File: src/rtl/lh_pkg.sv
package lh_pkg;
  localparam int ADDR_W    = 4;
  localparam int ADDR_CTRL = 0;
  localparam int ADDR_LO0  = 1;
  localparam int ADDR_HI0  = 6;
  localparam int ADDR_CNT0 = 10;

  // Exponential reset layout: bin k starts at 8<<k (bin 0 at zero)
  function automatic logic [31:0] dflt_lo(input int k);
    return (k == 0) ? 32'd0 : (32'd8 << k);
  endfunction

  function automatic logic [31:0] dflt_hi(input int k);
    return (32'd16 << k) - 32'd1;
  endfunction
endpackage

File: src/rtl/lh_tag_table.sv
module lh_tag_table #(
  parameter int TAGS = 16,
  parameter int TS_W = 16,
  localparam int TAG_W = $clog2(TAGS)
) (
  input  logic             clk,
  input  logic             rst_n,
  input  logic [TS_W-1:0]  ts,
  input  logic             req_fire,
  input  logic [TAG_W-1:0] req_tag,
  input  logic             cpl_hit,
  input  logic [TAG_W-1:0] cpl_tag,
  output logic [TAGS-1:0]  pend,
  output logic [TS_W-1:0]  cpl_start
);
  logic [TS_W-1:0] start_q [TAGS];

  for (genvar g = 0; g < TAGS; g++) begin : g_ent
    always_ff @(posedge clk) begin
      if (!rst_n) begin
        pend[g]    <= 1'b0;
        start_q[g] <= '0;
      end else if (req_fire && req_tag == TAG_W'(g)) begin
        pend[g]    <= 1'b1;
        start_q[g] <= ts;
      end else if (cpl_hit && cpl_tag == TAG_W'(g)) begin
        pend[g]    <= 1'b0;
      end
    end
  end

  assign cpl_start = start_q[cpl_tag];

  AST_TAG_SET: assert property (@(posedge clk) disable iff (!rst_n)
    req_fire |=> pend[$past(req_tag)]);
  AST_TAG_RETIRE: assert property (@(posedge clk) disable iff (!rst_n)
    (cpl_hit && !(req_fire && req_tag == cpl_tag)) |=> !pend[$past(cpl_tag)]);
endmodule

File: src/rtl/lh_bin_select.sv
module lh_bin_select #(
  parameter int BINS = 5,
  parameter int LAT_W = 16
) (
  input  logic [LAT_W-1:0]        lat,
  input  logic [BINS*LAT_W-1:0]   lo_flat,
  input  logic [(BINS-1)*LAT_W-1:0] hi_flat,
  output logic [BINS-1:0]         hit
);
  always_comb begin
    logic found;
    found = 1'b0;
    hit   = '0;
    for (int k = 0; k < BINS - 1; k++) begin
      if (!found && lat >= lo_flat[k*LAT_W +: LAT_W] &&
          lat <= hi_flat[k*LAT_W +: LAT_W]) begin
        hit[k] = 1'b1;
        found  = 1'b1;
      end
    end
    if (!found) hit[BINS-1] = 1'b1;  // open-ended last bin catches the rest
  end
endmodule

File: src/rtl/lh_bin_counters.sv
module lh_bin_counters #(
  parameter int BINS = 5,
  parameter int CNT_W = 32
) (
  input  logic                  clk,
  input  logic                  rst_n,
  input  logic                  count_en,
  input  logic                  freeze,
  input  logic [BINS-1:0]       hit,
  output logic [BINS*CNT_W-1:0] cnt_flat
);
  for (genvar g = 0; g < BINS; g++) begin : g_bin
    always_ff @(posedge clk) begin
      if (!rst_n) cnt_flat[g*CNT_W +: CNT_W] <= '0;
      else if (count_en && !freeze && hit[g])
        cnt_flat[g*CNT_W +: CNT_W] <= cnt_flat[g*CNT_W +: CNT_W] + 1'b1;
    end

    AST_NO_DECREMENT: assert property (@(posedge clk) disable iff (!rst_n)
      cnt_flat[g*CNT_W +: CNT_W] >= $past(cnt_flat[g*CNT_W +: CNT_W]));
  end

  AST_ONE_BIN: assert property (@(posedge clk) disable iff (!rst_n)
    count_en |-> $onehot(hit));
  AST_FROZEN_HOLD: assert property (@(posedge clk) disable iff (!rst_n)
    freeze |=> $stable(cnt_flat));
endmodule

File: src/rtl/lat_hist.sv
module lat_hist #(
  parameter int TAGS   = 16,
  parameter int BINS   = 5,
  parameter int TS_W   = 16,
  parameter int CNT_W  = 32,
  parameter int DATA_W = 32,
  localparam int TAG_W = $clog2(TAGS)
) (
  input  logic                      clk,
  input  logic                      rst_n,
  input  logic                      req_valid,
  output logic                      req_ready,
  input  logic [TAG_W-1:0]          req_tag,
  input  logic                      cpl_valid,
  output logic                      cpl_ready,
  input  logic [TAG_W-1:0]          cpl_tag,
  input  logic                      reg_wr_en,
  input  logic [lh_pkg::ADDR_W-1:0] reg_addr,
  input  logic [DATA_W-1:0]         reg_wdata,
  output logic [DATA_W-1:0]         reg_rdata
);
  import lh_pkg::*;

  logic [TS_W-1:0]            ts_q;
  logic [TAGS-1:0]            pend;
  logic [TS_W-1:0]            cpl_start;
  logic [TS_W-1:0]            lat;
  logic                       req_fire, cpl_hit;
  logic                       freeze_q, err_q;
  logic [BINS*TS_W-1:0]       lo_q;
  logic [(BINS-1)*TS_W-1:0]   hi_q;
  logic [BINS-1:0]            hit;
  logic [BINS*CNT_W-1:0]      cnt_flat;

  assign req_ready = !pend[req_tag];
  assign cpl_ready = 1'b1;
  assign req_fire  = req_valid && req_ready;
  assign cpl_hit   = cpl_valid && pend[cpl_tag];
  assign lat       = ts_q - cpl_start;  // modular difference survives wrap

  always_ff @(posedge clk) begin
    if (!rst_n) ts_q <= '0;
    else        ts_q <= ts_q + 1'b1;
  end

  always_ff @(posedge clk) begin
    if (!rst_n) begin
      freeze_q <= 1'b0;
      err_q    <= 1'b0;
    end else begin
      if (reg_wr_en && int'(reg_addr) == ADDR_CTRL) freeze_q <= reg_wdata[0];
      if (cpl_valid && !cpl_hit) err_q <= 1'b1;
    end
  end

  for (genvar g = 0; g < BINS; g++) begin : g_lo
    always_ff @(posedge clk) begin
      if (!rst_n) lo_q[g*TS_W +: TS_W] <= TS_W'(dflt_lo(g));
      else if (reg_wr_en && int'(reg_addr) == ADDR_LO0 + g)
        lo_q[g*TS_W +: TS_W] <= reg_wdata[TS_W-1:0];
    end
  end

  for (genvar g = 0; g < BINS - 1; g++) begin : g_hi
    always_ff @(posedge clk) begin
      if (!rst_n) hi_q[g*TS_W +: TS_W] <= TS_W'(dflt_hi(g));
      else if (reg_wr_en && int'(reg_addr) == ADDR_HI0 + g)
        hi_q[g*TS_W +: TS_W] <= reg_wdata[TS_W-1:0];
    end
  end

  always_comb begin
    reg_rdata = '0;
    if (int'(reg_addr) == ADDR_CTRL) reg_rdata[1:0] = {err_q, freeze_q};
    for (int k = 0; k < BINS; k++) begin
      if (int'(reg_addr) == ADDR_LO0 + k)
        reg_rdata = DATA_W'(lo_q[k*TS_W +: TS_W]);
      if (int'(reg_addr) == ADDR_CNT0 + k)
        reg_rdata = DATA_W'(cnt_flat[k*CNT_W +: CNT_W]);
    end
    for (int k = 0; k < BINS - 1; k++) begin
      if (int'(reg_addr) == ADDR_HI0 + k)
        reg_rdata = DATA_W'(hi_q[k*TS_W +: TS_W]);
    end
  end

  lh_tag_table #(.TAGS(TAGS), .TS_W(TS_W)) u_tags (
    .clk(clk), .rst_n(rst_n), .ts(ts_q),
    .req_fire(req_fire), .req_tag(req_tag),
    .cpl_hit(cpl_hit), .cpl_tag(cpl_tag),
    .pend(pend), .cpl_start(cpl_start)
  );

  lh_bin_select #(.BINS(BINS), .LAT_W(TS_W)) u_sel (
    .lat(lat), .lo_flat(lo_q), .hi_flat(hi_q), .hit(hit)
  );

  lh_bin_counters #(.BINS(BINS), .CNT_W(CNT_W)) u_cnt (
    .clk(clk), .rst_n(rst_n), .count_en(cpl_hit), .freeze(freeze_q),
    .hit(hit), .cnt_flat(cnt_flat)
  );

  AST_ERR_STICKY: assert property (@(posedge clk) disable iff (!rst_n)
    $past(err_q) |-> err_q);
  AST_UNMATCHED_FLAG: assert property (@(posedge clk) disable iff (!rst_n)
    (cpl_valid && !pend[cpl_tag]) |=> err_q);
  AST_CPL_ALWAYS_READY: assert property (@(posedge clk) disable iff (!rst_n)
    cpl_ready);
endmodule

File: config.mk
export PLATFORM = sky130hd
export DESIGN_NAME = lat_hist
export DESIGN_NICKNAME = d
export VERILOG_FILES = /design/src/rtl/lh_pkg.sv /design/src/rtl/lh_tag_table.sv /design/src/rtl/lh_bin_select.sv /design/src/rtl/lh_bin_counters.sv /design/src/rtl/lat_hist.sv
export SDC_FILE = /design/constraint.sdc
export NUM_CORES = 1
export LEC_CHECK = 0
export BUFFER_PORTS_ARGS = -buffer_cell sky130_fd_sc_hd__buf_2
export CORE_MARGIN = 4
export CORE_UTILIZATION = 65
export DETAILED_ROUTE_END_ITERATION = 10
export PLACE_DENSITY = 0.82
export SYNTH_ARGS = -nofsm -noshare
export SYNTH_HDL_FRONTEND = slang
export SYNTH_SLANG_ARGS = --single-unit
File: constraint.sdc
create_clock -name clk -period 10.05 [get_ports clk]
set_input_delay 0 -clock clk [delete_from_list [all_inputs] [get_ports clk]]
set_output_delay 0 -clock clk [all_outputs]
set_load 0.05 [all_outputs]
* Word-level counts from Yosys, hierarchy flattened *
Memory sizes are Yosys's and may differ from the RTL's.
Index checks and enable logic that the tools add are counted.

cells by class
  equal/unequal tests = 44
  bitwise gates (word level) = 16
  $lt $le $gt $ge = 10
  reduce and logical (&&, ||, !) cells = 83
  add/subtract/negate cells = 7
  mux-type cells = 124

operator list
  operator                                                               number
  32-bit 2-to-1 mux                                                      13
  16-bit 2-to-1 mux                                                      17
  32-bit by 1-bit adder with 32-bit output, second input constant        5
  4-bit equality test, second input constant                             24
  1-bit 2-to-1 mux                                                       91
  16-bit greater-or-equal comparator                                     4
  16-bit less-or-equal comparator                                        4
  1-bit logical AND                                                      58
  4-bit by 3-bit equality test with 1-bit output, second input constant  12
  2-bit nonzero test                                                     16
  4-bit by 2-bit equality test with 1-bit output, second input constant  6
  16-bit by 1-bit adder with 16-bit output, second input constant        1
  1-bit OR                                                               16
  16-bit subtractor                                                      1
  4-bit zero test                                                        3
  4-bit by 5-bit < comparator with 1-bit output, second input constant   2
  1-bit binary-select mux with 4-bit select                              2
  4-bit by 1-bit equality test with 1-bit output, second input constant  2
  1-bit zero test                                                        6
  2-bit 2-to-1 mux                                                       1

word-level totals
  logic and storage cells = 318
  output and inout port bits = 34
  bits in writable memories = 256
  memories kept = 1
  bits in registers = 338
  bits of input ports = 49

memory list
  name            depth  width  rd ports  clocked after memory_dff  write ports  RTL line            text
  u_tags.start_q  16     16     1         0                         16           lh_tag_table.sv:16  logic [TS_W-1:0] start_q [TAGS];

* Longest topological paths before layout *
Gate-level depths: netlist (run 1).
An unclocked memory read counts as a cell.

  word-level depth = 19
  depth in mapped cells = 28
  depth with buffers taken out = 22

* Cells and area by module *
A second synthesis (run 1) with hierarchy kept.

second synthesis, totals
  cells, all modules = 3508
  area, all modules = 33219.4 um^2

modules (own cells, without submodules)
  module           cells an instance  instances  sequential area each (um^2)  area each (um^2)
  lh_tag_table     790                1          8007.7                       12256.8
  lat_hist         1379               1          3243.1                       10097.2
  lh_bin_counters  900                1          3203.1                       7664.9
  lh_bin_select    439                1          0.0                          3200.6

* Worst setup path before layout (run 1) *
No wires, ideal clock.

  path kind = input -> register
  start point = in cpl_tag[0]
  end point = reg u_cnt.cnt_flat[130]
  arrival time = 6.750 ns
  path buffers = 6
  slack = 3.230 ns
  cell stages on the path = 27
  required time = 9.980 ns
  setup time = 0.070 ns
  path through = buf_2 > buf_1 > buf_1 > mux4_2 > mux4_2 > inv_1 > ha_1 > a21o_1 > a21oi_1 > nor2b_1 > o21a_1 > o31a_1 > a41o_1 > mux2i_1 > or4_1 > ha_1 > nand4_1 > nor4_1 > nor3_1 > o31a_1 > o311ai_2 > a211o_1 > buf_6 > buf_4 > buf_2 > o21ai_0 > a21oi_1

on the way
  longest elaborated chain between the ends = 19
  elaborated cells between the ends (all ways) = 30
  those cells by class = add/sub (1); order compare (8); mux (7); reduce/logical (13); memory (1)

RTL lines
  item                                                                                   RTL line                                  text
  start: declaration                                                                     lat_hist.sv:16                            input logic [TAG_W-1:0] cpl_tag,
  memory read 16 x 16 bit                                                                n/a
  16-bit subtractor                                                                      lat_hist.sv:39                            assign lat = ts_q - cpl_start;
  16-bit greater-or-equal comparator or 16-bit less-or-equal comparator (tied branches)  lh_bin_select.sv:15, lh_bin_select.sv:16
  1-bit logical AND                                                                      lh_bin_select.sv:15                       if (!found && lat >= lo_flat[k*LAT_W +: LAT_W] &&
  1-bit 2-to-1 mux                                                                       lh_bin_select.sv:15
  1-bit zero test                                                                        lh_bin_select.sv:15
  1-bit logical AND (2 in a row)                                                         lh_bin_select.sv:15
  1-bit 2-to-1 mux                                                                       lh_bin_select.sv:15
  1-bit zero test                                                                        lh_bin_select.sv:15
  1-bit logical AND (2 in a row)                                                         lh_bin_select.sv:15
  1-bit 2-to-1 mux                                                                       lh_bin_select.sv:15
  1-bit zero test                                                                        lh_bin_select.sv:15
  1-bit logical AND (2 in a row)                                                         lh_bin_select.sv:15
  1-bit 2-to-1 mux                                                                       lh_bin_select.sv:15
  1-bit 2-to-1 mux                                                                       lh_bin_select.sv:21                       if (!found) hit[BINS-1] = 1'b1;
  1-bit logical AND (*)                                                                  lh_bin_counters.sv:15                     else if (count_en && !freeze && hit[g])
  end signal: indexed assignment                                                         lh_bin_counters.sv:16                     cnt_flat[g*CNT_W +: CNT_W] <= cnt_flat[g*CNT_W +: CNT_W] + 1'b1;
  end: declaration                                                                       lh_bin_counters.sv:10                     output logic [BINS*CNT_W-1:0] cnt_flat

Every way passes the cells marked *; elsewhere a longest branch is shown, timed or not. The select of a mux whose other input is x is not followed.
A chain may end at the register's enable or synchronous reset.

* Worst setup path in the final report (run 1) *
  start point = in cpl_tag[0]
  end point = reg u_cnt.cnt_flat[126]

on the way
  longest elaborated chain between the ends = 18
  elaborated cells between the ends (all ways) = 29
  those cells by class = add/sub (1); order compare (8); mux (6); reduce/logical (13); memory (1)

RTL lines
  item                                                                                   RTL line
  memory read 16 x 16 bit                                                                n/a
  16-bit subtractor                                                                      lat_hist.sv:39
  16-bit greater-or-equal comparator or 16-bit less-or-equal comparator (tied branches)  lh_bin_select.sv:15, lh_bin_select.sv:16
  1-bit logical AND                                                                      lh_bin_select.sv:15
  1-bit 2-to-1 mux                                                                       lh_bin_select.sv:15
  1-bit zero test                                                                        lh_bin_select.sv:15
  1-bit logical AND (2 in a row)                                                         lh_bin_select.sv:15
  1-bit 2-to-1 mux                                                                       lh_bin_select.sv:15
  1-bit zero test                                                                        lh_bin_select.sv:15
  1-bit logical AND (2 in a row)                                                         lh_bin_select.sv:15
  1-bit 2-to-1 mux                                                                       lh_bin_select.sv:15
  1-bit zero test                                                                        lh_bin_select.sv:15
  1-bit logical AND (2 in a row)                                                         lh_bin_select.sv:15
  1-bit 2-to-1 mux                                                                       lh_bin_select.sv:15
  1-bit logical AND (*)                                                                  lh_bin_counters.sv:15

Marks and branches as above.

==> results of run 1 <==
metrics by stage:
stage / setup WS [ns] / cells
after floorplan: 3.23 / 3375
after global placement: 2.02 / 3917
after detailed placement: 1.71 / 3917
after CTS: 2.28 / 4056
after global routing: 1.73 / 4056
final: 2.19 / 4056
Yosys cell counts, types with 53 or more instances:
cell type / n
nand2_1: 495
dfxtp_1: 338
and2_1: 258
edfxtp_1: 256
a21oi_1: 210
clkbuf_1: 203
inv_1: 175
ha_1: 150
o21ai_0: 100
nand3_1: 99
nor2_1: 96
mux4_2: 89
nand4_1: 84
nand2b_1: 81
mux2i_1: 66
a22oi_1: 53
layer usage:
| layer | track usage [%] | wire, µm |
|---|---|---|
| met1 | 44.7 | 35100 |
| met2 | 60.3 | 46700 |
| met3 | 7.37 | 10200 |
| met4 | 20.5 | 6770 |
| met5 | 0 | 0 |
critical path: cells and delay by family:
kind,cells,cell delay (ns)
buf+inv,4,1.74
simple gates,5,1.57
compound gates,9,3.01
mux,3,1.23
fa+ha+maj,2,0.72
kinds of logic (layout without fill, tap and decap cells):
group | Yosys count | in the layout | synth area share, %
compound gates | 640 | 640 | 13.2
xor+xnor | 45 | 45 | 1.21
fa+ha+maj | 151 | 151 | 5.84
buf+inv | 425 | 442 | 5.14
flops | 594 | 594 | 44.5
mux | 157 | 157 | 8.28
other cells | 1 | 1 | 0.0115
simple gates | 1362 | 1362 | 21.9
power by group through the flow:
stage | combinational [mW] | sequential (mW) | clock [mW]
floorplan | 0.510 | 2.63 | 0
global placement | 0.715 | 2.64 | 0
detailed placement | 0.748 | 2.64 | 0
CTS | 0.763 | 2.59 | 2.45
global route | 0.845 | 2.59 | 2.54
finish | 0.783 | 2.59 | 2.43
state kept, by name, indices dropped and copies added, names as in the netlist:
signal	count
err_q	1
freeze_q	1
hi_q	64
lo_q	80
ts_q	16
u_cnt.cnt_flat	160
u_tags.pend	16
u_tags.start_q	256
final cells by class:
class	count	share of cell area, %
clock inverter	23	0.662
tap	664	2.34
sequential	594	40.7
inverter	177	1.88
multi-input combinational	2356	46.2
clock buffer	95	5.42
timing repair buffer	147	2.82
cell usage in the layout, fill, tap and decap left out, types with 89 or more instances in the layout:
cell type	count
a21oi_1	210
and2_1	258
dfxtp_1	338
edfxtp_1	256
ha_1	150
inv_1	174
mux4_2	89
nand2_1	495
nand3_1	99
nor2_1	93
final timing paths:
path,from,end,slack (ns),cells after the start
worst max-delay path,cpl_tag[0],u_cnt.cnt_flat[126]$_SDFFE_PN0P_,2.19,23
worst min-delay path,cpl_tag[2],u_tags.pend[13]$_SDFFE_PN0P_,0.06,3
worst max register to register,u_tags.start_q[2][2]$_SDFFCE_PN0P_,u_cnt.cnt_flat[126]$_SDFFE_PN0P_,2.30,22
worst min register to register,lo_q[77]$_SDFFE_PN0P_,lo_q[77]$_SDFFE_PN0P_,0.46,2
repair_timing:
action	in CTS	in global routing
hold endpoints to repair	158	0
hold buffers	21	0
setup buffers	0	0
gates resized for setup	0	0
==> impl_metrics.toml, run 1 <==
[placement]
placed_area_mm2 = 0.0332
place.gp.congestion = 0.982
post-dp-hpwl_um = 66400
portBuffers = 65

[setup_path]
cp-end-kind = "register"
crit_slowest_cell = "a211o_2"
cp_max_fo = 60
crit_type = "primary input to register"
arrival_ns = 8.37
path_cells = "buf_4, buf_4, mux4_2, mux4_2, inv_1, ha_1, a21oi_1, nor2b_1, o21a_1, o31a_1, a41o_1, mux2i_1, or4_1, ha_1, nand4_1, nor4_1, nor3_1, o31a_1, o311ai_2, a211o_2, buf_4, o311ai_0, o41ai_1"
required_ns = 10.56
path_common_cell = "buf_4"
max_stage_delay_ns = 0.86
critPathLaunchType = "primary input"

[route]
vias_per_cell = 6.79
drtAntennaViolNets = 0
routedWlPerCell_um = 24.4
detail_route.first_pass.iterations = 7
drt-total-wl_um = 98800
drt_first_iter_violations = 3328
drc = 0
num_vias = 27500

[yosys]
synth_ff_type = "dfxtp_1"
synth_top_area_share_pct = 23.7
synth_area_mm2 = 0.0325
synth-edff-count = 256
ys_seq_area_share_pct = 44.5
yosys_warnings = 0
synthDistinctLibCells = 79
ys_seq_elements = 594
synthTopCellsByArea = "edfxtp_1 24%, dfxtp_1 21%, mux4_2 6.2%"
syn_inst = 3375
avgSynthCellArea_um2 = 9.63
yosysTopAreaCell = "edfxtp_1"
synth_nets = 3575
async_flop_share_pct = 0

[sta]
post-route-period-util_pct = 78.2
tns_ns = 0
slew_headroom_pct = 15.0
worst_pin_slew_ns = 1.27
rsz0062_at_grt = "no"
setup_viol = 0
fin_crit_ns = 7.86
hold_viol_final = 0
maxSlewViolCount = 0
skew_ns = 0.0214
max_freq_mhz = 127
whs_ns = 0.0588

[floorplan]
die_w_um = 232
start_util_pct = 66.1
die_y_um = 232
die-area_mm2 = 0.0536
io_pins = 83
num_rows = 81
core_area_mm2 = 0.0492

[layout]
drive_gt1_share_pct = 11.0
multiInputGateArea_mm2 = 0.0164
fill_cells = 3449
diodes = 0
fin_nets = 3543
register_area_mm2 = 0.0145
utilization_pct = 72.3
design_area_mm2 = 0.0355
syn2layout_area_growth_pct = 9.29

[pwr]
p_int_mw = 4.26
vdd_drop_max_v = 0.000176
p_leak_nw = 13.0
power.total_mw = 5.81
switching_share_pct = 26.7
p_clk_share_pct = 41.9
seqPwrFrac_pct = 44.6
power_density_mw_per_mm2 = 163
p_sw_mw = 1.55
p_comb_share_pct = 13.5

[clock_network]
clock-sinks = 594
root_buffer = "clkbuf_16"
worstSkewPairLatency_ns = 0.61
numCtsBuffers = 67
clock_path_buffers = 3
cts_htree_levels = 3
cts.clk_slew.worst_paths_ns = 0.06
tritoncts = "built"

[run]
drv_cap = 0

[hold_path]
hp-class = "primary input to register"

[global_route]
grt_max_degree = 113
grt_overflow = 0
grt_usage_pct = 36.4
grt_pass1_vias = 26800
grt_first_pass_wirelength_um = 152000
antenna_found_initial = 0

[outcome]
status = "finished clean"
Note: power is estimated with default switching activity, not from simulation.
==> run 2: changes to the inputs <==
--- a/config.mk
+++ b/config.mk
@@ -5,11 +5,12 @@
 export SDC_FILE = /design/constraint.sdc
 export NUM_CORES = 1
 export LEC_CHECK = 0
+export ABC_AREA = 1
 export BUFFER_PORTS_ARGS = -buffer_cell sky130_fd_sc_hd__buf_2
 export CORE_MARGIN = 4
-export CORE_UTILIZATION = 65
+export CORE_UTILIZATION = 63
 export DETAILED_ROUTE_END_ITERATION = 10
-export PLACE_DENSITY = 0.82
+export PLACE_DENSITY = 0.8
 export SYNTH_ARGS = -nofsm -noshare
 export SYNTH_HDL_FRONTEND = slang
 export SYNTH_SLANG_ARGS = --single-unit
==> constraint.sdc (replaced) <==
create_clock -name clk -period 7.83 [get_ports clk]
set_input_delay 0 -clock clk [delete_from_list [all_inputs] [get_ports clk]]
set_output_delay 0 -clock clk [all_outputs]
set_load 0.05 [all_outputs]
==> impl_metrics.toml, run 2 <==
[floorplan]
die-area_mm2 = 0.0560
start_util_pct = 64.0
core_area_mm2 = 0.0515
io_pins = 83
die_w_um = 237
num_rows = 83
die_y_um = 237

[setup_path]
required_ns = 8.29
critPathLaunchType = "register"
arrival_ns = 6.91
cp_max_fo = 19
cp-end-kind = "register"
crit_type = "register to register"

[yosys]
synth-edff-count = 256
yosysTopAreaCell = "edfxtp_1"
synth_ff_type = "dfxtp_1"
syn_inst = 4157
synthDistinctLibCells = 52
async_flop_share_pct = 0
yosys_warnings = 0
synth_nets = 4357
ys_seq_elements = 594
synth_area_mm2 = 0.0329
synthTopCellsByArea = "edfxtp_1 23%, dfxtp_1 21%, nand2_1 9.8%"
yosysMostFrequentCell = "nand2_1"
ys_top_cells_by_count = "857 x nand2_1, 499 x nor2_1, 411 x a21oi_1"
synth_top_area_share_pct = 23.3
ys_seq_area_share_pct = 43.9
avgSynthCellArea_um2 = 7.92

[placement]
post-dp-hpwl_um = 69800
place_inst = 4740
place_ws_ns = 1.03
place.gp.congestion = 0.995
portBuffers = 65

[global_route]
antenna_found_initial = 2
grt_max_degree = 126
grt_pass1_vias = 27700
grt_usage_pct = 35.5
grt_first_pass_wirelength_um = 158000
grt_overflow = 0

[sta]
rsz0062_at_grt = "no"
slew_headroom_pct = 13.7
post-route-period-util_pct = 82.4
setup_viol = 0
fin_crit_ns = 6.45
worst_pin_slew_ns = 1.28
tns_ns = 0
max_freq_mhz = 155
setup_slack_ns = 1.38
maxSlewViolCount = 0
hold_viol_final = 0
skew_ns = 0.0351

[layout]
layout_common_cells = "857 x nand2_1, 496 x nor2_1, 410 x a21oi_1, 351 x inv_1, 338 x dfxtp_1"
layout.cells.non_filler = 4884
regMostFlops = "u_tags.start_q"
fin_nets = 4353
utilization_pct = 69.9
drive_gt1_share_pct = 6.28
fill_cells = 4170
diodes = 0
multiInputGateArea_mm2 = 0.0162
reg_top3 = "u_tags.start_q (256), u_cnt.cnt_flat (160), lo_q (80)"
largest_reg_flops = 256
syn2layout_area_growth_pct = 9.25
final_common_cell = "nand2_1"
register_area_mm2 = 0.0145

[clock_network]
cts_htree_levels = 3
cts.clk_slew.worst_paths_ns = 0.06
clock_path_buffers = 3
root_buffer = "clkbuf_16"
clock-sinks = 594
tritoncts = "built"
worstSkewPairLatency_ns = 0.65
numCtsBuffers = 66
post_cts_buffers = 0

[run]
drv_cap = 0

[route]
drt-total-wl_um = 103000
drc = 0
drtAntennaViolNets = 0
vias_per_cell = 6.21
routedWlPerCell_um = 21.1
num_vias = 30300
detail_route.first_pass.iterations = 6
drt_first_iter_violations = 4421

[hold_path]
hp-class = "primary input to register"

[pwr]
power_density_mw_per_mm2 = 207
power.total_mw = 7.46
vdd_drop_max_v = 0.000194
p_leak_nw = 13.2

[outcome]
status = "finished clean"
[run 2: changes by cell type in the layout (fill, tap and decap cells not counted), moves of 89 or more]
| cell | change |
|---|---|
| and2_1 | -258 |
| mux4_2 | -89 |
| nor2_1 | +403 |
| nand2_1 | +362 |
| a21oi_1 | +200 |
| o21ai_0 | +105 |
| xor2_1 | +116 |
| inv_1 | +177 |
[run 2: logic make-up after synthesis]
group / synth area share [%]
buffers and inverters: 7.19
DFF: 43.9
and+or+nand+nor: 23.7
muxes: 0.0304
AOI/OAI and AO/OA: 15.4
other: 0.0114
adders and majority gates: 5.76
xor gates and xnor gates: 4.12
[run 2: stage by stage]
stage	instance area [µm²]	hold slack, ns
after floorplan	32900	0.126
after global placement	33600	0.334
after detailed placement	33600	0.342
after CTS	36000	0.00305
after global routing	36000	0.0530
final	36000	0.0219
[run 2: final timing paths]
path / startpoint / endpoint / slack (ns) / cells after the start
setup / recovery: u_tags.start_q[3][3]$_SDFFCE_PN0P_ / u_cnt.cnt_flat[93]$_SDFFE_PN0P_ / 1.38 / 25
hold / removal: req_tag[3] / u_tags.pend[1]$_SDFFE_PN0P_ / 0.02 / 4
setup reg to reg: u_tags.start_q[3][3]$_SDFFCE_PN0P_ / u_cnt.cnt_flat[93]$_SDFFE_PN0P_ / 1.38 / 25
hold reg to reg: u_cnt.cnt_flat[62]$_SDFFE_PN0P_ / u_cnt.cnt_flat[62]$_SDFFE_PN0P_ / 0.46 / 2
[run 2: layout make-up]
cell class / instances / area share, %
multi-input combinational: 2979 / 44.9
sequential: 594 / 40.2
clock buffer: 89 / 4.97
inverter: 373 / 3.90
timing repair buffer: 139 / 2.71
tap: 680 / 2.36
clock inverter: 30 / 1.00
[run 2: what timing repair did]
item	CTS	global route
endpoints found under the hold margin	178	0
resized for setup	0	0
hold buffers	25	0
[run 2: layer usage]
layer | track usage, % | wire length (µm) | vias to the layer above
met5 | 0 | 23 | -
met4 | 13.8 | 4210 | 4
met3 | 7.69 | 12600 | 281
met2 | 53.2 | 44500 | 1902
met1 | 50.5 | 41500 | 14000
li1 | - | - | 14100
[run 2: where the power goes]
part / internal (mW) / switching, mW / leakage, nW / total, mW
sequential: 3.29 / 0.0268 / 5.42 / 3.32
clock: 1.74 / 1.35 / 1.04 / 3.09
combinational: 0.315 / 0.735 / 6.73 / 1.05
[run 2: worst max-delay path: stages, from the launching register on]
cell	delay, ns
edfxtp_1	0.37
a22oi_1	0.22
nand2_1	0.16
a2111oi_0	0.79
ha_1	0.43
a21oi_1	0.14
nand2_1	0.11
a21oi_1	0.22
o21ai_0	0.16
a21boi_0	0.30
o21ai_0	0.15
xor2_1	0.88
ha_1	0.39
nand2_1	0.07
inv_1	0.05
o21ai_0	0.07
nand2_1	0.07
nor2_1	0.12
nand3_1	0.11
nand2_1	0.25
nand2_1	0.17
nor2_1	0.23
nand2_1	0.32
buf_4	0.32
nand2_1	0.08
a21oi_1	0.07
